$ cat src/rtl/euclid_pkg.sv
package euclid_pkg;
  typedef enum logic [1:0] {
    ST_IDLE    = 2'd0,
    ST_COMPUTE = 2'd1,
    ST_DONE    = 2'd2
  } euclid_state_t;
endpackage

$ cat src/rtl/euclid_cmp.sv
module euclid_cmp #(
  parameter int W = 8
) (
  input  logic [W-1:0] x,
  input  logic [W-1:0] y,
  output logic         x_zero,
  output logic         y_zero,
  output logic         equal,
  output logic         x_gt
);
  always_comb begin
    x_zero = (x == '0);
    y_zero = (y == '0);
    equal  = (x == y);
    x_gt   = (x > y);
  end
endmodule

$ cat src/rtl/euclid_datapath.sv
module euclid_datapath #(
  parameter int W = 8
) (
  input  logic         clk,
  input  logic         rst,
  input  logic         ld,
  input  logic         upd_a,
  input  logic         upd_b,
  input  logic         cap,
  input  logic [W-1:0] a_in,
  input  logic [W-1:0] b_in,
  output logic [W-1:0] opa,
  output logic [W-1:0] opb,
  output logic [W-1:0] res,
  output logic         a_zero,
  output logic         b_zero,
  output logic         eq,
  output logic         a_gt
);
  logic [W-1:0] diff_ab;
  logic [W-1:0] diff_ba;

  euclid_cmp #(.W(W)) cmp_i (
    .x      (opa),
    .y      (opb),
    .x_zero (a_zero),
    .y_zero (b_zero),
    .equal  (eq),
    .x_gt   (a_gt)
  );

  always_comb begin
    diff_ab = opa - opb;
    diff_ba = opb - opa;
  end

  always_ff @(posedge clk) begin
    if (rst) begin
      opa <= '0;
      opb <= '0;
    end else if (ld) begin
      opa <= a_in;
      opb <= b_in;
    end else begin
      if (upd_a) opa <= diff_ab;
      if (upd_b) opb <= diff_ba;
    end
  end

  always_ff @(posedge clk) begin
    if (rst)      res <= '0;
    else if (cap) res <= a_zero ? opb : opa;
  end
endmodule

$ cat src/rtl/euclid_ctrl.sv
module euclid_ctrl
  import euclid_pkg::*;
(
  input  logic clk,
  input  logic rst,
  input  logic start,
  input  logic a_zero,
  input  logic b_zero,
  input  logic eq,
  input  logic a_gt,
  output logic ld,
  output logic upd_a,
  output logic upd_b,
  output logic cap,
  output logic busy,
  output logic valid
);
  euclid_state_t state_q, state_d;
  logic finish;

  always_comb begin
    finish  = a_zero | b_zero | eq;
    state_d = state_q;
    ld      = 1'b0;
    upd_a   = 1'b0;
    upd_b   = 1'b0;
    cap     = 1'b0;
    unique case (state_q)
      ST_IDLE, ST_DONE: begin
        if (start) begin
          ld      = 1'b1;
          state_d = ST_COMPUTE;
        end else if (state_q == ST_DONE) begin
          state_d = ST_IDLE;
        end
      end
      ST_COMPUTE: begin
        if (finish) begin
          cap     = 1'b1;
          state_d = ST_DONE;
        end else if (a_gt) begin
          upd_a = 1'b1;
        end else begin
          upd_b = 1'b1;
        end
      end
      default: state_d = ST_IDLE;
    endcase
  end

  always_ff @(posedge clk) begin
    if (rst) begin
      state_q <= ST_IDLE;
      valid   <= 1'b0;
    end else begin
      state_q <= state_d;
      if (ld)       valid <= 1'b0;
      else if (cap) valid <= 1'b1;
    end
  end

  assign busy = (state_q == ST_COMPUTE);
endmodule

$ cat src/rtl/euclid_sub_engine.sv
module euclid_sub_engine #(
  parameter int W = 8
) (
  input  logic         clk,
  input  logic         rst,
  input  logic         start,
  input  logic [W-1:0] a_in,
  input  logic [W-1:0] b_in,
  output logic [W-1:0] result,
  output logic         valid
);
  logic         ld, upd_a, upd_b, cap, busy;
  logic         a_zero, b_zero, eq, a_gt;
  logic [W-1:0] opa, opb;

  euclid_datapath #(.W(W)) dp_i (
    .clk    (clk),
    .rst    (rst),
    .ld     (ld),
    .upd_a  (upd_a),
    .upd_b  (upd_b),
    .cap    (cap),
    .a_in   (a_in),
    .b_in   (b_in),
    .opa    (opa),
    .opb    (opb),
    .res    (result),
    .a_zero (a_zero),
    .b_zero (b_zero),
    .eq     (eq),
    .a_gt   (a_gt)
  );

  euclid_ctrl ctrl_i (
    .clk    (clk),
    .rst    (rst),
    .start  (start),
    .a_zero (a_zero),
    .b_zero (b_zero),
    .eq     (eq),
    .a_gt   (a_gt),
    .ld     (ld),
    .upd_a  (upd_a),
    .upd_b  (upd_b),
    .cap    (cap),
    .busy   (busy),
    .valid  (valid)
  );
endmodule

$ cat config.mk
export PLATFORM = sky130hd
export DESIGN_NAME = euclid_sub_engine
export DESIGN_NICKNAME = d
export VERILOG_FILES = /design/src/rtl/euclid_pkg.sv /design/src/rtl/euclid_cmp.sv /design/src/rtl/euclid_datapath.sv /design/src/rtl/euclid_ctrl.sv /design/src/rtl/euclid_sub_engine.sv
export SDC_FILE = /design/constraint.sdc
export NUM_CORES = 1
export LEC_CHECK = 0
export ABC_AREA = 1
export BUFFER_PORTS_ARGS = -buffer_cell sky130_fd_sc_hd__buf_4
export CAP_MARGIN = 10
export CELL_PAD_IN_SITES_DETAIL_PLACEMENT = 0
export CELL_PAD_IN_SITES_GLOBAL_PLACEMENT = 1
export CORE_MARGIN = 2
export CORE_UTILIZATION = 37
export CTS_CLUSTER_DIAMETER = 30
export DETAILED_ROUTE_END_ITERATION = 10
export GPL_TIMING_DRIVEN = 0
export PLACE_DENSITY = 0.86
export SKIP_LAST_GASP = 1
export SYNTH_ARGS = -nofsm -noshare
export SYNTH_HDL_FRONTEND = slang
export SYNTH_SLANG_ARGS = --single-unit
export TNS_END_PERCENT = 1
$ cat constraint.sdc
create_clock -name clk -period 1.85 [get_ports clk]
set_input_delay 0.0925 -clock clk [delete_from_list [all_inputs] [get_ports clk]]
set_output_delay 0.0925 -clock clk [all_outputs]
set_load 0.03 [all_outputs]
Word level (Yosys, flattened, before mapping)
Index checks and enable logic that the tools add are counted.

Add/sub/neg operators: 2. Multipliers: 0. Divide/modulo/power cells: 0. Magnitude comparators: 1. Eq/ne operators: 5. Shift operators: 0. Multiplexer cells: 19. Bitwise logic cells: 2. Reduce and logical (&&, ||, !) cells: 8.

Operators with widths (count): 8-bit two-way mux (5); 8-bit logical NOT (2); 8-bit subtractor (2); 1-bit two-way mux (10); 8-bit equality test (1); 8-bit greater-than comparator (1); 2-bit two-way mux (3); 2-bit case mux with 2 select lines (1); 2-bit nonzero test (2); 2-bit OR reduction (2); 3-bit by 2-bit inequality test with 1-bit output (second input constant) (1); 2-bit by 1-bit equality test with 1-bit output (second input constant) (1); 2-bit equality test (second input constant) (1); 2-bit logical NOT (1); 2-bit by 1-bit inequality test with 1-bit output (second input constant) (1); 1-bit bitwise OR (2); 2-bit AND reduction (1).

Bits in registers: 27. Bits in latches: 0. Memory bits (writable): 0. Memory bits (read-only): 0. Bits of input ports: 19. Output and inout bits: 9. Logic and storage cells: 42. Memories kept: 0.

Depth between registers and ports, before layout
Depth after elaboration: 7. Mapped depth: 14. Depth with buffers taken out: 13.

Modules after synthesis
A second synthesis with hierarchy kept.

Cells, all modules: 303. Area, all modules: 2117.0 µm².

Modules (own cells, without submodules): euclid_datapath (times used 1, cells each 239, area an instance 1686.6 µm², sequential area each 480.5 µm²); euclid_cmp (times used 1, cells each 42, area an instance 276.5 µm², sequential area each 0.0 µm²); euclid_ctrl (times used 1, cells each 22, area an instance 153.9 µm², sequential area each 60.1 µm²).

Least setup slack after synthesis
Ideal clock, no wire load.

Path type: reg2reg. Start point: register dp_i.opa[0]. End point: register dp_i.opa[2]. Arrival: 1.803 ns. Data required time: 1.735 ns. Setup slack: -0.068 ns. Stages on the path, launching flop included: 13. Path buffers: 1. Period minus slack after synthesis: 1.918 ns. Path through: dfxtp_1 > inv_1 > ha_1 > fa_1 > inv_1 > nand3_1 > nand2_2 > nand2_1 > nand2_2 > nand3_4 > buf_12 > a21oi_1 > nor2_1.

Word-level cells in the longest chain between the ends: 6. Elaborated cells between the ends (all ways): 12. Those cells by class: add/sub: 1; order compare: 1; eq/ne: 1; mux: 5; bitwise: 2; reduce/logical: 2.

Ends and longest elaborated chain: start: declaration (RTL line euclid_datapath.sv:12) `output logic [W-1:0] opa,`; start signal: assignment (RTL line euclid_datapath.sv:42) `opa <= a_in;`; start signal: assignment (RTL line euclid_datapath.sv:45) `if (upd_a) opa <= diff_ab;`; parallel branches: the longest is 6 deep, another holds 8-bit greater-than comparator.

Several ways; the timed one is not identified. The select of a mux whose other input is x is not followed. A chain may end at the register's enable or synchronous reset.

Worst setup path after layout
Start point: register dp_i.opa[1]. End point: register dp_i.opa[1].

The elaborated chain is that of the path after synthesis.

==> flow_metrics.tcl <==
set metrics [dict create \
    status "finished with violations" \
    violations "setup timing" \
    worstPathMaxFanout 6 \
    grt_pass1_vias 2169 \
    synth_top_cell_by_area "dfxtp_1" \
    drc 0 \
    maxSlewHeadroom_pct 60.4 \
    critPathKind "reg2reg" \
    die_area_um2 6720 \
    fmax_ghz 0.520 \
    cp_cell_sequence "clkinvlp_4 > fa_2 > inv_2 > nand3_4 > nand2_4 > nand2_4 > nand2_4 > nand3_4 > buf_12 > a21oi_4 > nor2_2" \
    gp_congestion 0.829 \
    holdCritPathClass "in2reg" \
    gr-total-overflow 0 \
    cts_tree "yes" \
    rsz0062_at_grt "true" \
    antenna_found_initial 0 \
    grtUsageMet1_pct 26.5 \
    ys_seq_elements 27 \
    required_ns 2.03 \
    ys_types 28 \
    clock_latency_ns 0.27 \
    fin_skew_ns 0.00370 \
    synth_area_per_cell_um2 6.16 \
    wl_per_cell_um 13.0 \
    finalHoldViolations 0 \
    min_period_ns 1.92 \
    setup_violations 12 \
    dr.first_iter.drc_count 106 \
    cts_buffers 3 \
    syn_to_final_growth_pct 25.4 \
    cpMostUsedCell "nand2_4" \
    root_buffer "clkbuf_8" \
    synth_area_leaders "dfxtp_1 24%, nand2_1 16%, nor2_1 10%" \
    grt_use_met3_pct 2.75 \
    syn_area_um2 2250 \
    critPathBufInv 3 \
    yosysSeqAreaShare_pct 24.0 \
    pin_count 28 \
    grt_busiest_layer "met2" \
    diodes 0 \
    routed_wl_um 6240 \
    yosys.area.top_type_share_pct 24.0 \
    hpwl_um 4920 \
    final_cell_mix "94 x nand2_1, 59 x nor2_1, 46 x inv_1" \
    cp-start-kind "flip-flop" \
    finalCritPeriodShare_pct 104 \
    h-tree-depth 1 \
    path_clk_slew_ns 0.09 \
    ys_warn_count 0 \
    core_um2 5890 \
    groute.usage.overall_pct 19.8 \
    maxCapViolCount 0 \
    vias 2305 \
    initial_core_util_pct 38.2 \
    dp.cells 467 \
    synth_cells 365 \
    cts.sinks 27 \
    final_common_cell "nand2_1" \
    core.rowCount 28 \
    hold_slack_ns 0.133 \
    crit_arrival_ns 2.10 \
    grt_max_degree 15 \
    die_h_um 82.0 \
    nets 441 \
    viasPerCell 4.81 \
    fin_ws_ns -0.0743 \
    tightest_slew_ns 0.594 \
    slowest_delay_ns 0.40 \
    crit_path_end_kind "flip-flop" \
    final_cells 479 \
    drt_first_pass_iters 4 \
    drive_gt1_share_pct 24.5 \
    clock_path_buffers 2 \
    met2_usage_pct 35.4 \
    portBuffers 27 \
    grt_first_pass_wirelength_um 10100 \
    slew_viol_final 0 \
    ant_nets 0 \
    die_width_um 82.0 \
    path_delay_family "simple AND/OR/NAND/NOR gates" \
    syn_nets 401 \
    cp_slowest_cell "fa_2" \
]
==> worst paths after layout <==
kind,startpoint,to,slack (ns),depth (start not counted)
worst max register to register,dp_i.opa[1]$_SDFFE_PP0P_,dp_i.opa[1]$_SDFFE_PP0P_,-0.07,11
worst max-delay path,dp_i.opa[1]$_SDFFE_PP0P_,dp_i.opa[1]$_SDFFE_PP0P_,-0.07,11
worst min register to register,dp_i.res[7]$_SDFFE_PP0P_,dp_i.res[7]$_SDFFE_PP0P_,0.49,2
worst min-delay path,b_in[5],dp_i.opb[5]$_SDFFE_PP0P_,0.13,5
==> area by class of cell <==
type / count / area (µm²)
Fill cell: 633 / 3070
Timing Repair Buffer: 36 / 293
Tap cell: 75 / 93.8
Sequential cell: 27 / 548
Inverter: 53 / 203
Clock buffer: 4 / 45.0
Buffer: 10 / 73.8
Multi-Input combinational cell: 274 / 1560
==> cells by family (layout without fill, tap and decap cells) <==
kind of cell | after synthesis | in the layout | synth area share (%)
adders and majority gates | 17 | 17 | 10.1
buffers and inverters | 64 | 103 | 12.2
AOI/OAI and AO/OA | 45 | 45 | 10.7
DFF | 27 | 27 | 24.0
xor gates and xnor gates | 2 | 2 | 0.779
and+or+nand+nor | 210 | 210 | 42.2
==> per-layer routing <==
layer  vias to the layer above  wire length [µm]  part of all wire (%)
li1                       1217                 -                     -
met1                      1030              2950                    47
met2                        56              3020                    48
met3                         2               256                   4.1
met4                         0                19                  0.30
met5                         -                 0                     0
==> through the flow <==
| stage | utilization [%] | cell area [µm²] | setup TNS (ns) | setup slack (ns) |
|---|---|---|---|---|
| 4_1_cts | 47.3 | 2790 | -0.605 | -0.0893 |
| 2_1_floorplan | - | 2260 | 0 | 0.0192 |
| 6_report | 47.9 | 2820 | -0.632 | -0.0743 |
| 3_5_place_dp | 43.4 | 2550 | -2.32 | -0.228 |
| 5_1_grt | 47.9 | 2820 | -2.87 | -0.179 |
| 3_3_place_gp | 43.4 | 2550 | -1.98 | -0.202 |
==> synthesized netlist by cell type <==
| master | instances |
|---|---|
| clkbuf_1 | 2 |
| inv_1 | 49 |
| nor2_1 | 60 |
| o21ai_0 | 24 |
| nand4_1 | 4 |
| buf_2 | 5 |
| nand3_1 | 25 |
| a21oi_2 | 3 |
| nand3_4 | 2 |
| buf_12 | 1 |
| o21ai_2 | 1 |
| nand2_2 | 10 |
| dfxtp_1 | 27 |
| o21ai_1 | 2 |
| nor2_4 | 3 |
| fa_1 | 2 |
| ha_1 | 15 |
| nor2_2 | 2 |
| a21oi_1 | 14 |
| nand3_2 | 5 |
| inv_2 | 4 |
| buf_4 | 1 |
| a31oi_1 | 1 |
| buf_1 | 1 |
| xor2_1 | 2 |
| buf_6 | 1 |
| or2_2 | 3 |
| nand2_1 | 96 |
==> worst register-to-register path, cell delays in order (launching register included) <==
cell        delay (ns)
dfxtp_4           0.39
clkinvlp_4        0.12
fa_2              0.40
inv_2             0.09
nand3_4           0.08
nand2_4           0.11
nand2_4           0.06
nand2_4           0.07
nand3_4           0.16
buf_12            0.19
a21oi_4           0.12
nor2_2            0.05
==> repair_timing <==
| item | in CTS | in global routing |
|---|---|---|
| setup buffers | 5 | 2 |
| hold buffers | 1 | 0 |
| endpoints found under the hold margin | 2 | 0 |
| pin swaps | 7 | 6 |
| endpoints found under the setup margin | 25 | 25 |
| gates cloned | 1 | 0 |
| gates resized for setup | 27 | 4 |
==> state kept, by name, summed over array words and instances (netlist names) <==
| register | count |
|---|---|
| ctrl_i.state_q | 2 |
| ctrl_i.valid | 1 |
| dp_i.opa | 8 |
| dp_i.opb | 8 |
| dp_i.res | 8 |
Power is not shown: default switching activity piles up to over one toggle a cycle in this logic, so the estimate is an artifact.
